## src/rtl/cfg_serial_bank.sv

```systemverilog
module cfg_serial_bank #(
  parameter int SYNC = 2
) (
  input  logic       clk,
  input  logic       rst_n,
  input  logic       ser_dat,
  input  logic       ser_clk,
  input  logic       ser_lat,
  input  logic       busy,
  output logic [3:0] ch1_mode,
  output logic       ch1_cal,
  output logic [3:0] ch2_mode,
  output logic       ch2_cal,
  output logic [2:0] thr_time,
  output logic [1:0] thr_level,
  output logic [1:0] pt_mode,
  output logic       wr_stb,
  output logic [1:0] wr_addr
);

  logic [SYNC:0]   s_clk, s_lat;
  logic [SYNC-1:0] s_dat;
  logic [7:0]      sh, pend_w, wr_word;
  logic            pend_v, do_wr;

  always_ff @(posedge clk) begin
    if (!rst_n) begin
      s_clk <= '0;
      s_lat <= '0;
      s_dat <= '0;
    end else begin
      s_clk <= {s_clk[SYNC-1:0], ser_clk};
      s_lat <= {s_lat[SYNC-1:0], ser_lat};
      s_dat <= {s_dat[SYNC-2:0], ser_dat};
    end
  end

  wire clk_rise = s_clk[SYNC-1] & ~s_clk[SYNC];
  wire lat_rise = s_lat[SYNC-1] & ~s_lat[SYNC];

  always_ff @(posedge clk) begin
    if (!rst_n) sh <= '0;
    else if (clk_rise) sh <= {sh[6:0], s_dat[SYNC-1]};
  end

  always_comb begin
    do_wr   = 1'b0;
    wr_word = sh;
    if (!busy) begin
      if (lat_rise) begin
        do_wr   = 1'b1;
        wr_word = sh;
      end else if (pend_v) begin
        do_wr   = 1'b1;
        wr_word = pend_w;
      end
    end
  end

  always_ff @(posedge clk) begin
    if (!rst_n) begin
      pend_v <= 1'b0;
      pend_w <= '0;
    end else if (busy && lat_rise) begin
      pend_v <= 1'b1;
      pend_w <= sh;
    end else if (!busy) begin
      pend_v <= 1'b0;
    end
  end

  always_ff @(posedge clk) begin
    if (!rst_n) begin
      ch1_mode  <= 4'b1100;
      ch1_cal   <= 1'b0;
      ch2_mode  <= 4'b1100;
      ch2_cal   <= 1'b0;
      thr_time  <= 3'b100;
      thr_level <= 2'b00;
      pt_mode   <= 2'b00;
      wr_stb    <= 1'b0;
      wr_addr   <= 2'b00;
    end else begin
      wr_stb <= do_wr;
      if (do_wr) begin
        wr_addr <= wr_word[1:0];
        case (wr_word[1:0])
          2'd0: begin ch1_mode <= wr_word[7:4]; ch1_cal <= wr_word[3]; end
          2'd1: begin ch2_mode <= wr_word[7:4]; ch2_cal <= wr_word[3]; end
          2'd2: begin thr_time <= wr_word[7:5]; thr_level <= wr_word[4:3]; end
          default: pt_mode <= wr_word[7:6];
        endcase
      end
    end
  end

endmodule

```

## config.mk

```make
export PLATFORM = sky130hd
export DESIGN_NAME = cfg_serial_bank
export DESIGN_NICKNAME = d
export VERILOG_FILES = /design/src/rtl/cfg_serial_bank.sv
export SDC_FILE = /design/constraint.sdc
export NUM_CORES = 1
export LEC_CHECK = 0
export BUFFER_PORTS_ARGS = -buffer_cell sky130_fd_sc_hd__buf_2
export CAP_MARGIN = 10
export CORE_UTILIZATION = 40
export DETAILED_ROUTE_END_ITERATION = 10
export GPL_ROUTABILITY_DRIVEN = 1
export GPL_TIMING_DRIVEN = 0
export HOLD_SLACK_MARGIN = 0.02
export PLACE_DENSITY = 0.61
export SYNTH_ARGS = -nofsm -noshare
export SYNTH_HDL_FRONTEND = slang
export SYNTH_SLANG_ARGS = --single-unit
```

## constraint.sdc

```tcl
create_clock -name clk -period 3.4 [get_ports clk]
set_input_delay 0.34 -clock clk [delete_from_list [all_inputs] [get_ports clk]]
set_output_delay 0.34 -clock clk [all_outputs]
set_load 0.01 [all_outputs]
```

# Yosys cells after proc, flatten, opt, wreduce, memory -nomap -nowiden
# Index checks and enable logic that the tools add are counted.
# word_totals
word_cells	38
register_bits	45
in_bits	6
# classes
eq_ne	3
mux	8
bitwise_logic	5
reduce_logical	7
# ops
op	count
$mux W8	3
$reduce_and A2 Y1	4
$mux W1	5
$not A1 Y1	3
$reduce_or A3 Y1	1
$and A1 B1 Y1	2
$eq A2 B1 Y1 const B	1
$eq A2 B2 Y1 const B	1
$logic_not A2 Y1	1
$ne A2 B1 Y1 const B	1
$logic_and A1 B1 Y1	1

# Depth between registers and ports, before layout
# Gate-level depths: netlist (run 1).
# logic_depth
depth_word	8
mapped_depth	6
mapped_depth_nobuf	4

# Least setup slack after synthesis (run 1)
# No wires, ideal clock.
# synth_path
path_kind	reg-to-reg
start	reg s_lat[2]
end	reg thr_time[2]
path_stages_with_launch	7
required_ps	3269
path_slack_ps	1940
synth_period_minus_slack_ps	1460
arrival_ps	1329
path_buffers	2
setup_ps	131
path_cell_list	dfxtp_1 -> nand2b_1 -> buf_6 -> mux2_4 -> a211o_1 -> buf_6 -> mux2i_1
# synth_between
elab_chain_len	6
# synth_rtl
element	line_no	text
start: declaration	21	logic [SYNC:0] s_clk, s_lat;
start signal: assignment	33	s_lat <= {s_lat[SYNC-1:0], ser_lat};
$not A1 Y1 *	39	wire lat_rise = s_lat[SYNC-1] & ~s_lat[SYNC];
$and A1 B1 Y1 *	39	
$mux W8	50	if (lat_rise) begin
$mux W8	49	if (!busy) begin
$eq A2 B2 Y1	87	case (wr_word[1:0])
$reduce_and A2 Y1 (no line)	-	
end signal: assignment	90	2'd2: begin thr_time <= wr_word[7:5]; thr_level <= wr_word[4:3]; end
end: declaration	14	output logic [2:0] thr_time,
# Mark *: on every way between the ends. The rest lies on a longest branch, timed or not.
# A chain may end at the register's enable or synchronous reset.

# Worst setup path after layout (run 1)
# layout_path
start	reg s_lat[2]
end	reg ch1_mode[3]
# layout_between
elab_chain_len	6
# layout_rtl
element	line_no	text
$not A1 Y1 *	39	
$and A1 B1 Y1 *	39	
$mux W8	50	
$mux W8	49	
$logic_not A2 Y1	87	
$reduce_and A2 Y1 (no line)	-	
end signal: assignment	88	2'd0: begin ch1_mode <= wr_word[7:4]; ch1_cal <= wr_word[3]; end
end: declaration	10	output logic [3:0] ch1_mode,
# Marks and branches as above.

==> impl_metrics.ini, run 1 <==
[worst_setup_path]
path_class = reg2reg
path_cells = nand2b_1, buf_6, clkbuf_1, a21boi_0, nor3_1, mux2i_1
startpoint_type = flip-flop
crit_path_max_incr_delay_ns = 0.35
critPathMaxFanout = 10
slowest_stage = clkbuf_1
endpoint_kind = flip-flop
cp.required_ns = 3.57
cp.arrival_ns = 1.85

[clock_tree]
cts-root-buf = clkbuf_8
cts_hold_buf = 0
clk_latency_ns = 0.29
post_cts_resized = 0
clk_path_buf_depth = 2
cts.sinks = 44
postCtsSetupBuffers = 0
cts_tree = yes
h-tree-depth = 2
cts.clk_slew.worst_paths_ns = 0.08
numCtsBuffers = 5

[detailed_routing]
dr.pass1.iters = 4
vias = 1373
antenna_left = 0
drc = 0
wirelength_um = 3500
post_drt_wl_per_cell_um = 12.7
first_iter_violations = 74
vias_per_cell = 4.97

[run_status]
status = completed

[timing]
maxSlewViolCount = 0
tightestPinTransition_ns = 0.494
fin_tns_setup_ns = 0
final_hold_viol_count = 0
maxSlewHeadroom = 0.670
setup_violations = 0
fmax_mhz = 596
rsz0062_at_grt = no
worst_clock_skew_ns = 0.00634
holdWs_ns = 0.255
finalCriticalPeriod_ns = 1.68
timing.final.crit_share = 0.494

[floorplan]
initial_core_util = 0.425
rows = 23
dieArea_mm2 = 0.00461
num_io_pins = 26
die-height_um = 67.9
dieWidth_um = 67.9
core_area_mm2 = 0.00409

[layout]
final_cell_count_no_fill = 276
drive_gt1_frac = 0.164
final_nets = 231
nFillCells = 423
syn2layout_area_growth_pct = 17.0
antenna_cells = 0

[place]
io_buffer_count = 25
dp_hpwl_um = 2520
gp_congestion = 0.802
place_inst = 268

[logic_synthesis]
yosys-top-cells-count = dfxtp_1, nand2_1, mux2i_1, a21oi_1, nand3_1
synth_flop_cell = dfxtp_1
syn_nets = 199
synthTopCellsByArea = dfxtp_1, mux2i_1, nand2_1, a21oi_1, and2_1
synth_seq_cells = 44
yosysSeqAreaShare = 0.507
ys_types = 29
post-synth-top-count-cell = dfxtp_1
yosys.area.top_type = dfxtp_1
synth_edf_count = 0
synth.avg_cell_area_um2 = 9.00
synth_top_cell_area_share = 0.507
postSynth.asyncResetShare = 0
yosysWarnings = 0
synthCells = 193
synth_area_mm2 = 0.00174

[grt]
grt_max_degree = 14
antenna_found_initial = 0
grt_pass1_wl_um = 5710
overflow = 0
grt_pass1_vias = 1185
grt_use_total = 0.169

[power]
leakage_nw = 0.879
p_total_uw = 955
cellPowerDensity_mw_per_mm2 = 470
ir_worst_vdd_mv = 0.262

[min_path]
hold_path_class = in2reg

[flow_run]
max_cap_viol_count = 0
-- cell families (layout without fill, tap and decap cells) --
logic type	Yosys count	count (layout)	share of synthesized area
AND/OR/NAND/NOR	79	79	0.215
flip-flops	44	44	0.507
buffers and inverters	16	49	0.0439
multiplexers	19	19	0.112
AO/OA/AOI/OAI	35	35	0.122
-- registers in the layout (all words and copies together) (netlist names), 3 cells and up --
| signal | count |
|---|---|
| thr_time | 3 |
| s_clk | 3 |
| ch1_mode | 4 |
| sh | 8 |
| pend_w | 7 |
| ch2_mode | 4 |
| s_lat | 3 |
-- layout make-up --
class | instances | area (um^2) | share of cell area
plain buffers | 13 | 65.1 | 0.0320
clock buffers | 6 | 72.6 | 0.0357
repair buffers | 25 | 125 | 0.0615
flip-flops and latches | 44 | 881 | 0.433
clock inverters | 2 | 35.0 | 0.0172
well taps | 50 | 62.6 | 0.0308
multi-input cells | 133 | 781 | 0.384
inverters | 3 | 11.3 | 0.00554
-- where the power goes --
| group | switching [mW] | leakage, nW | internal [mW] |
|---|---|---|---|
| registers | 0.00275 | 0.356 | 0.522 |
| logic | 0.0278 | 0.467 | 0.0157 |
| clock network | 0.169 | 0.0552 | 0.218 |
| total | 0.200 | 0.879 | 0.756 |
-- final timing paths --
| kind | startpoint | slack (ns) | cells after the start | to |
|---|---|---|---|---|
| worst max-delay path | s_lat[2]$_SDFF_PN0_ | 1.72 | 6 | ch1_mode[3]$_SDFFE_PN1P_ |
| worst min-delay path | ser_clk | 0.26 | 2 | s_clk[0]$_SDFF_PN0_ |
| worst max register to register | s_lat[2]$_SDFF_PN0_ | 1.72 | 6 | ch1_mode[3]$_SDFFE_PN1P_ |
| worst min register to register | s_dat[1]$_SDFF_PN0_ | 0.44 | 2 | sh[0]$_SDFFE_PN0P_ |
-- routing by layer --
metal	routed length (um)	vias up	GRT usage
met5	0	-	0
met4	27	0	0.0625
met3	119	2	0.0467
met2	1500	23	0.240
met1	1850	633	0.240
li1	-	715	-
-- critical path, delay by kind of cell (launching register included) --
family	cells	cell delay, ns
AND/OR/NAND/NOR	2	0.45
buffers and inverters	2	0.48
flip-flops	1	0.32
multiplexers	1	0.12
AO/OA/AOI/OAI	1	0.20
-- placed cells by master, fill, tap and decap left out, types with 2 or more instances in the layout --
cell and instances:
a21oi_1 17, o21ai_0 5, and2_1 9, nor2b_1 2
nor3_1 4, or3_1 2, a21o_1 3, clkbuf_1 11
nand2b_1 3, clkbuf_8 5, o22ai_1 2, buf_2 26
a21boi_0 3, nand3_1 11, dfxtp_1 44, buf_6 2
mux2i_1 18, inv_1 3, nor2_1 8, and3_1 3
nand2_1 34
-- per-stage QoR --
stage | setup WS, ns | utilization | instance area, um^2
after floorplan | 1.94 | - | 1740
after global placement | 1.57 | 0.471 | 1930
after detailed placement | 1.57 | 0.471 | 1930
after CTS | 1.72 | 0.498 | 2030
after global routing | 1.55 | 0.498 | 2030
final | 1.72 | 0.498 | 2030
(Power assumes the default switching activity.)
==> run 2: changes to the inputs <==
clock period = 1.6 ns   (was 3.4 ns; I/O delays follow)
==> run 2 against run 1 <==
  * Critical path depth decreased by 1
  * Design area increased by 1.5%
  * Clock skew increased by 0.00075 ns
  * Final cell count increased by 0.72%
==> impl_metrics.ini, run 2 (synthesis results as in run 1) <==
[timing]
timing.final.crit_share = 0.952
maxSlewViolCount = 0
fmax_mhz = 657
finalCriticalPeriod_ns = 1.52
maxSlewHeadroom = 0.662
setup_violations = 0
worst_clock_skew_ns = 0.00709
fin_tns_setup_ns = 0
final_hold_viol_count = 0
tightestPinTransition_ns = 0.507
finalWorstSetupSlack_ns = 0.0769

[place]
place_inst = 268
dp_hpwl_um = 2520
io_buffer_count = 25
gp_congestion = 0.802
post-place-ws_ns = -0.0627
placed_area_mm2 = 0.00193

[clock_tree]
cts.clk_slew.worst_paths_ns = 0.08
cts_tree = yes
cts_hold_buf = 0
clk_path_buf_depth = 2
cts.sinks = 44
cts-root-buf = clkbuf_8
h-tree-depth = 2
numCtsBuffers = 5
clk_latency_ns = 0.29

[power]
cellPowerDensity_mw_per_mm2 = 988
p_comb_frac = 0.047
pwr-share-clk = 0.406
seqPwrFrac = 0.547
swShare = 0.211
ir_worst_vdd_mv = 0.553
leakage_nw = 0.893
switchingPower_uw = 430
internal_power_mw = 1.61

[detailed_routing]
vias_per_cell = 4.95
drt-met1-wl_um = 1870
antenna_left = 0
vias = 1376
first_iter_violations = 96
dr_wl_met3_um = 133
top_layer = met4
wirelength_um = 3530
post_drt_wl_per_cell_um = 12.7
drc = 0
dr.pass1.iters = 4
wl_met2_um = 1500

[layout]
final_nets = 233
drive_gt1_frac = 0.189
layout_common_cells = dfxtp_1, nand2_1, buf_2, mux2i_1, a21oi_1
largestRegisters = sh: 8 flops, pend_w: 7 flops
final_common_cell = dfxtp_1
antenna_cells = 0
largest_register = sh
final_core_util = 0.505
final_cell_count_no_fill = 278
largest_reg_flops = 8
nFillCells = 420
finalInstanceArea_mm2 = 0.00206
syn2layout_area_growth_pct = 18.7

[worst_setup_path]
reg2reg_to = thr_time[1]$_SDFFE_PN0P_
endpoint_kind = flip-flop
cp.required_ns = 1.78
path_class = reg2reg
reg2regPathDepth = 5
critPathMaxFanout = 5
critical_path.startpoint = pend_v$_SDFFE_PN0P_
reg2reg_setup_slack_ns = 0.08
rr_startpoint = pend_v$_SDFFE_PN0P_
startpoint_type = flip-flop
cp-endpoint = thr_time[1]$_SDFFE_PN0P_
cp.arrival_ns = 1.71

[floorplan]
initial_core_util = 0.425
num_io_pins = 26
dieWidth_um = 67.9
core_area_mm2 = 0.00409
dieArea_mm2 = 0.00461
die-height_um = 67.9
rows = 23

[grt]
grt_use_total = 0.168
overflow = 0
grt_pass1_wl_um = 5710
grt_pass1_vias = 1192
grt_max_degree = 14
antenna_found_initial = 0

[flow_run]
max_cap_viol_count = 0

[min_path]
hold_path_class = in2reg

[run_status]
status = completed
run 2: changes by cell type in the layout (fill, tap and decap cells not counted), sizes merged:
cell,previous run,this run
clkbuf,16,17
buf,28,29
run 2: final cells by class:
cell class,instances,area [um^2],area share
plain buffers,13,70.1,0.0340
clock buffers,6,72.6,0.0352
clock inverters,2,35.0,0.0170
inverters,3,11.3,0.00546
multi-input cells,133,791,0.383
flip-flops and latches,44,881,0.427
well taps,50,62.6,0.0303
repair buffers,27,140,0.0679
run 2: worst min path at each step:
stage | depth (start not counted) | start | end | slack, ns
3_5_place_dp | 2 | ser_lat | s_lat[0]$_SDFF_PN0_ | 0.37
6_report | 2 | ser_clk | s_clk[0]$_SDFF_PN0_ | 0.07
3_3_place_gp | 2 | ser_lat | s_lat[0]$_SDFF_PN0_ | 0.37
4_1_cts | 2 | ser_lat | s_lat[0]$_SDFF_PN0_ | 0.06
2_1_floorplan | 1 | ser_clk | s_clk[0]$_SDFF_PN0_ | 0.29
5_1_grt | 2 | ser_dat | s_dat[0]$_SDFF_PN0_ | 0.06
run 2: layer usage:
layer,global-route usage,vias up
li1,-,719
met1,0.239,627
met2,0.240,28
met3,0.0467,2
met4,0.0625,0
met5,0,-
run 2: power groups by stage:
| stage | Sequential, mW | Clock [mW] | Combinational, mW |
|---|---|---|---|
| after floorplan | 1.14 | 0 | 0.0602 |
| after global placement | 1.14 | 0 | 0.0932 |
| after detailed placement | 1.14 | 0 | 0.0932 |
| after CTS | 1.11 | 0.849 | 0.0953 |
| after global routing | 1.12 | 0.893 | 0.106 |
| final | 1.11 | 0.828 | 0.0956 |
run 2: timing repair:
item                       CTS  global route
pin swaps                    1             1
setup buffers                1             1
setup endpoints to repair    8            15
gates resized for setup      1             5
run 2: metrics by stage:
step | total power, mW | hold slack (ns)
4_1_cts | 2.06 | 0.0640
3_5_place_dp | 1.23 | 0.371
3_3_place_gp | 1.23 | 0.367
6_report | 2.04 | 0.0745
5_1_grt | 2.12 | 0.0595
2_1_floorplan | 1.20 | 0.287
run 2: worst max-delay path, cell delays in order (launching register included):
cell,delay [ns]
dfxtp_1,0.38
or2b_1,0.26
mux2_4,0.26
a211o_1,0.27
buf_6,0.14
mux2i_1,0.11
